==> src/rtl/march_pkg.sv <==
package march_pkg;

   typedef enum logic [1:0] {
      ST_IDLE  = 2'd0,
      ST_RUN   = 2'd1,
      ST_DRAIN = 2'd2
   } bist_st_t;

   localparam int NUM_ELEM = 6;
   localparam int ELEM_W   = 3;

   // feedback taps (bits 1..7) of a maximal-length shift-right register
   function automatic logic [7:0] lfsr_taps(input int w);
      case (w)
         5:       return 8'b0000_0100;
         8:       return 8'b0001_1100;
         default: return 8'b0000_0010;
      endcase
   endfunction

   // March C- element table
   function automatic logic elem_single(input logic [ELEM_W-1:0] e);
      return (e == 3'd0) || (e == 3'd5);
   endfunction

   function automatic logic elem_rev(input logic [ELEM_W-1:0] e);
      return (e == 3'd3) || (e == 3'd4);
   endfunction

   function automatic logic elem_wval(input logic [ELEM_W-1:0] e);
      return (e == 3'd1) || (e == 3'd3);
   endfunction

endpackage

==> src/rtl/march_lfsr.sv <==
module march_lfsr #(
   parameter int ADDR_W = 4,
   parameter int SEED   = 1
) (
   input  logic              clk,
   input  logic              rst_n,
   input  logic              load,
   input  logic              step,
   input  logic              rev,
   output logic [ADDR_W-1:0] addr
);
   import march_pkg::*;

   localparam logic [7:0]        TAPS8 = lfsr_taps(ADDR_W);
   localparam logic [ADDR_W-1:0] TAPS  = TAPS8[ADDR_W-1:0];
   localparam logic [ADDR_W-1:0] SEED_V = ADDR_W'(SEED);

   logic [ADDR_W-1:0] st_q;
   logic [ADDR_W-1:0] nxt_fwd, nxt_rev;
   logic [ADDR_W-2:0] hi_f, hi_r;
   logic              fb_f, b0_r;

   always_comb begin
      // forward: new MSB from feedback, zero state spliced in after 0..01
      hi_f    = st_q[ADDR_W-1:1];
      fb_f    = st_q[0] ^ (^(st_q & TAPS)) ^ (hi_f == '0);
      nxt_fwd = {fb_f, hi_f};
      // inverse: rebuild the bit shifted out from the MSB that was fed back
      hi_r    = st_q[ADDR_W-2:0];
      b0_r    = st_q[ADDR_W-1] ^ (^({hi_r, 1'b0} & TAPS)) ^ (hi_r == '0);
      nxt_rev = {hi_r, b0_r};
   end

   always_ff @(posedge clk or negedge rst_n) begin
      if (!rst_n)    st_q <= SEED_V;
      else if (load) st_q <= SEED_V;
      else if (step) st_q <= rev ? nxt_rev : nxt_fwd;
   end

   assign addr = st_q;

endmodule

==> src/rtl/march_seq.sv <==
module march_seq #(
   parameter int ADDR_W = 4
) (
   input  logic clk,
   input  logic rst_n,
   input  logic start,
   output logic lf_load,
   output logic lf_step,
   output logic lf_rev,
   output logic we,
   output logic re,
   output logic wval,
   output logic cmp_clr,
   output logic done
);
   import march_pkg::*;

   localparam logic [ADDR_W-1:0] LAST_CNT = '1;

   bist_st_t          st_q;
   logic [ELEM_W-1:0] elem_q;
   logic              op_q;
   logic [ADDR_W-1:0] cnt_q;
   logic              start_q, done_q;

   logic running, go, single, op_last, addr_last, is_wr;

   always_comb begin
      running   = (st_q == ST_RUN);
      go        = start && !start_q && (st_q == ST_IDLE);
      single    = elem_single(elem_q);
      op_last   = single ? 1'b1 : op_q;
      addr_last = (cnt_q == LAST_CNT);
      is_wr     = single ? (elem_q == 3'd0) : op_q;
      we        = running && is_wr;
      re        = running && !is_wr;
      wval      = elem_wval(elem_q);
      lf_rev    = elem_rev(elem_q);
      lf_load   = go || (running && op_last && addr_last);
      lf_step   = running && op_last && !addr_last;
      cmp_clr   = go;
   end

   always_ff @(posedge clk or negedge rst_n) begin
      if (!rst_n) begin
         st_q    <= ST_IDLE;
         elem_q  <= '0;
         op_q    <= 1'b0;
         cnt_q   <= '0;
         start_q <= 1'b0;
         done_q  <= 1'b0;
      end else begin
         start_q <= start;
         done_q  <= (st_q == ST_DRAIN);
         case (st_q)
            ST_IDLE: if (go) begin
               st_q   <= ST_RUN;
               elem_q <= '0;
               op_q   <= 1'b0;
               cnt_q  <= '0;
            end
            ST_RUN: begin
               if (!op_last) begin
                  op_q <= 1'b1;
               end else begin
                  op_q <= 1'b0;
                  if (addr_last) begin
                     cnt_q <= '0;
                     if (elem_q == ELEM_W'(NUM_ELEM - 1)) st_q <= ST_DRAIN;
                     else                                  elem_q <= elem_q + 1'b1;
                  end else begin
                     cnt_q <= cnt_q + 1'b1;
                  end
               end
            end
            default: st_q <= ST_IDLE;
         endcase
      end
   end

   assign done = done_q;

endmodule

==> src/rtl/march_cmp.sv <==
module march_cmp #(
   parameter int DATA_W = 8
) (
   input  logic              clk,
   input  logic              rst_n,
   input  logic              clr,
   input  logic              re,
   input  logic [DATA_W-1:0] rd_a,
   input  logic [DATA_W-1:0] rd_b,
   output logic              err
);
   logic rv_q, err_q;

   always_ff @(posedge clk or negedge rst_n) begin
      if (!rst_n) begin
         rv_q  <= 1'b0;
         err_q <= 1'b0;
      end else begin
         rv_q <= re;
         if (clr)                      err_q <= 1'b0;
         else if (rv_q && rd_a != rd_b) err_q <= 1'b1;
      end
   end

   assign err = err_q;

endmodule

==> src/rtl/march_bist_ctrl.sv <==
module march_bist_ctrl #(
   parameter int ADDR_W = 4,
   parameter int DATA_W = 8,
   parameter int SEED   = 1
) (
   input  logic              clk,
   input  logic              rst_n,
   input  logic              start,
   output logic              done,
   output logic              err,
   output logic [ADDR_W-1:0] mem_addr,
   output logic [DATA_W-1:0] mem_wdata,
   output logic              mem_we,
   output logic              mem_re,
   input  logic [DATA_W-1:0] rd_data_a,
   input  logic [DATA_W-1:0] rd_data_b
);
   localparam int DEPTH = 1 << ADDR_W;

   generate
      if (ADDR_W < 2 || ADDR_W > 8) begin : g_bad_addr_w
         $error("march_bist_ctrl: ADDR_W must lie in 2..8");
      end
      if (DATA_W < 1) begin : g_bad_data_w
         $error("march_bist_ctrl: DATA_W must be positive");
      end
      if (SEED < 0 || SEED >= DEPTH) begin : g_bad_seed
         $error("march_bist_ctrl: SEED out of address range");
      end
   endgenerate

   logic lf_load, lf_step, lf_rev, wval, cmp_clr;

   march_seq #(.ADDR_W(ADDR_W)) u_seq (
      .clk(clk), .rst_n(rst_n), .start(start),
      .lf_load(lf_load), .lf_step(lf_step), .lf_rev(lf_rev),
      .we(mem_we), .re(mem_re), .wval(wval),
      .cmp_clr(cmp_clr), .done(done)
   );

   march_lfsr #(.ADDR_W(ADDR_W), .SEED(SEED)) u_lfsr (
      .clk(clk), .rst_n(rst_n),
      .load(lf_load), .step(lf_step), .rev(lf_rev),
      .addr(mem_addr)
   );

   // data writer: solid background of the element's write value
   assign mem_wdata = {DATA_W{wval}};

   march_cmp #(.DATA_W(DATA_W)) u_cmp (
      .clk(clk), .rst_n(rst_n), .clr(cmp_clr), .re(mem_re),
      .rd_a(rd_data_a), .rd_b(rd_data_b), .err(err)
   );

endmodule

==> config.mk <==
export PLATFORM = sky130hd
export DESIGN_NAME = march_bist_ctrl
export DESIGN_NICKNAME = d
export VERILOG_FILES = /design/src/rtl/march_pkg.sv /design/src/rtl/march_lfsr.sv /design/src/rtl/march_seq.sv /design/src/rtl/march_cmp.sv /design/src/rtl/march_bist_ctrl.sv
export SDC_FILE = /design/constraint.sdc
export NUM_CORES = 1
export LEC_CHECK = 0
export BUFFER_PORTS_ARGS = -buffer_cell sky130_fd_sc_hd__buf_2
export CAP_MARGIN = 25
export CORE_UTILIZATION = 50
export DETAILED_ROUTE_END_ITERATION = 16
export PLACE_DENSITY = 0.78
export SLEW_MARGIN = 20
export SYNTH_ARGS = -nofsm -noshare
export SYNTH_HDL_FRONTEND = slang
export SYNTH_SLANG_ARGS = --single-unit
==> constraint.sdc <==
create_clock -name clk -period 2.2 [get_ports clk]
set_input_delay 0.44 -clock clk [delete_from_list [all_inputs] [get_ports clk]]
set_output_delay 0.44 -clock clk [all_outputs]
set_load 0.005 [all_outputs]
==> impl_metrics.toml <==
[global_route]
grt_pass1_vias = 959
antenna_found_initial = 0
grt-ovfl-total = 0
grt_max_degree = 19
grt.total_usage = 0.2050
grt_pass1_wl_um = 3919

[sta]
tns_ns = 0
tightest_slew_ns = 0.4905
slew_headroom = 0.6636
period_minus_slack_ns = 2.050
fmax_mhz = 487.8
hold_viol = 0
grt_setup_unrepaired = "false"
fin_crit_sh = 0.9317
clock_skew_ns = 0.003933
finalSetupViolations = 0
drv_slew = 0

[setup_path]
r2r-start = "u_seq.elem_q[1]"
cpPeakStageDelay_ns = 0.40
worstPathMaxFanout = 3
critical_path_arrival_ns = 1.61
cp.required_ns = 1.76
worstPathCellList = "inv_1, ha_1, o21ai_0, o21ai_1, and2_1, buf_2"
slowest_stage = "dfrtp_1"
startpoint = "u_seq.elem_q[1]"
criticalPathCategory = "flop to output pin"
start_kind = "flop"
crit_path_end_kind = "output pin"

[cts]
clockBufferDepth = 2
cts_buffers = 3
tritoncts = "built"
cts_sinks = 18
clock_latency_ns = 0.29
cts_root_buf = "clkbuf_4"
clk_pin_slew_ns = 0.11
h-tree-depth = 1
holdBufCountCts = 0

[power_and_ir_drop]
cellPowerDensity_nw_per_um2 = 1334
vdd_drop_max_mv = 0.7322
p_leak_nw = 0.6782

[detailed_routing]
wl_per_cell_um = 12.42
drcViolationCount = 0
routed_wl_um = 2224
ant_nets = 0
vias = 957
drtPass1Iterations = 4
via_per_inst = 5.346
first_iter_violations = 18

[final_layout]
drive_gt1_frac = 0.2829
num-fill-cells = 176
nNetsFinal = 179
fin_util = 0.6360
area_delta_synth_final_pct = 14.32
num_antenna_cells = 0

[synthesis]
ys_warn_count = 0
async_flop_share = 1.000
ys_seq_area_frac = 0.3976
syn_area_um2 = 1136
synth_area_leaders = "dfrtp_1 37%, ha_1 7.7%, xnor2_1 6.9%, buf_4 5.9%, nand2_1 5.6%"
synthFlopType = "dfrtp_1"
synth_common_cells = "17 x dfrtp_1, 17 x nand2_1, 9 x buf_4, 9 x xnor2_1"
syn_avg_cell_area_um2 = 9.162
synth_top_family_by_area = "simple AND/OR/NAND/NOR gates"
synth_compound_area_frac = 0.1509
synth_fa_ha_area_frac = 0.07709
syn_nets = 150
yosysTopAreaCellShare = 0.3744
synth.distinct_cells = 33
ys_ff_latch = 18
synth_simple_gate_area_share = 0.1630
synth_edf_count = 0
synth-xor-area-share = 0.07709
yosysTopAreaCell = "dfrtp_1"
synthMuxAreaShare = 0.03855
synth_cells = 124

[die]
die_w_um = 49.67
dieArea_um2 = 2467
io_pins = 35
initial_core_util = 0.5564
core_area_um2 = 2042
fp.dieH_um = 49.67
row_count = 16

[min_path]
hold_class = "input pin to async pin"

[placement]
gp_congestion = 0.8050
port_buffers = 34
hpwl_um = 1791

[run]
cap_violations = 0

[outcome]
outcome = "finished clean"
==> flip-flops by register name (all words and copies together) (netlist names) <==
signal and cells:
u_seq.st_q 2, u_cmp.rv_q 1, u_seq.cnt_q 4, u_cmp.err 1, u_seq.done 1, u_seq.op_q 1
u_seq.elem_q 3, u_lfsr.addr 4, u_seq.start_q 1
==> cell type report <==
type	instances	area (um^2)	area share
clock buffers	4	36.28	0.02794
well taps	27	33.78	0.02601
repair buffers	34	170.2	0.1310
multi-input cells	88	575.6	0.4432
inverters	8	30.03	0.02312
flip-flops and latches	18	452.9	0.3487
==> cell usage in the layout (no fill, tap or decap) <==
cell,instances
o21ai_0,4
nand3_1,3
mux2i_1,3
o21ai_2,1
dfrtp_2,1
nor3b_1,1
xor2_1,1
dfrtp_1,16
nor2_1,8
or2_2,1
mux2i_2,1
clkbuf_4,3
a221o_1,1
nor2b_1,3
a211o_1,1
and2_1,1
nand4_1,2
or3_1,1
buf_2,34
o31ai_1,2
a21boi_0,1
nand2_1,17
and3_1,1
dfstp_2,1
a21oi_1,5
ha_1,7
o21ai_1,6
a21o_1,2
o211ai_1,2
xnor2_1,9
inv_1,8
clkbuf_8,1
nand2b_1,2
a2bb2oi_1,1
o21a_1,1
==> logic make-up (layout without fill, tap and decap cells) <==
| logic type | after synthesis | after routing |
|---|---|---|
| compound gates | 27 | 27 |
| xor+xnor | 10 | 10 |
| fa+ha+maj | 7 | 7 |
| buf+inv | 18 | 46 |
| flops | 18 | 18 |
| mux | 4 | 4 |
| simple gates | 40 | 40 |
==> worst max-delay path: cells and delay by family, from the launching register on <==
kind | cells | cell delay, ns
AOI/OAI and AO/OA | 2 | 0.32
adders and majority gates | 1 | 0.22
buffers and inverters | 2 | 0.21
DFF | 1 | 0.40
and+or+nand+nor | 1 | 0.18
==> per-stage QoR <==
stage	total power [mW]	cell area (um^2)	worst slack, ns	hold WS, ns	instances
2_1_floorplan	1.332	1136	0.6050	0.1444	124
3_3_place_gp	1.478	1261	0.4921	0.3869	175
3_5_place_dp	1.522	1261	0.3986	0.3910	175
4_1_cts	1.728	1297	0.06751	0.07434	179
5_1_grt	1.900	1299	0.04384	0.06696	179
6_report	1.732	1299	0.1502	0.05732	179
==> routing by layer <==
metal / routed length [um] / share of wire / track usage
met1: 997 / 0.45 / 0.2544
met5: 0 / 0 / 0
met2: 1097 / 0.49 / 0.3626
met4: 10 / 0.0045 / 0.05238
met3: 118 / 0.053 / 0.03704
==> path summary, 6_finish.rpt <==
kind	depth (start not counted)	endpoint	slack [ns]
max	6	mem_we	0.15
min	1	u_seq.start_q	0.06
max reg2reg	6	u_seq.elem_q[2]	0.41
min reg2reg	2	u_cmp.err	0.49
max in group asynchronous	1	u_lfsr.addr[0]	1.82
min in group clk	1	u_seq.start_q	0.26
==> where the power goes <==
part / switching, mW / total (mW) / internal (mW)
combinational: 0.507 / 0.925 / 0.418
sequential: 0.134 / 0.601 / 0.468
clock: 0.105 / 0.206 / 0.101
==> what timing repair did <==
| action | CTS | global route |
|---|---|---|
| buffers inserted | 0 | 0 |
| setup endpoints to repair | 0 | 2 |
| gates resized for setup | 0 | 2 |
(Power assumes the default switching activity.)
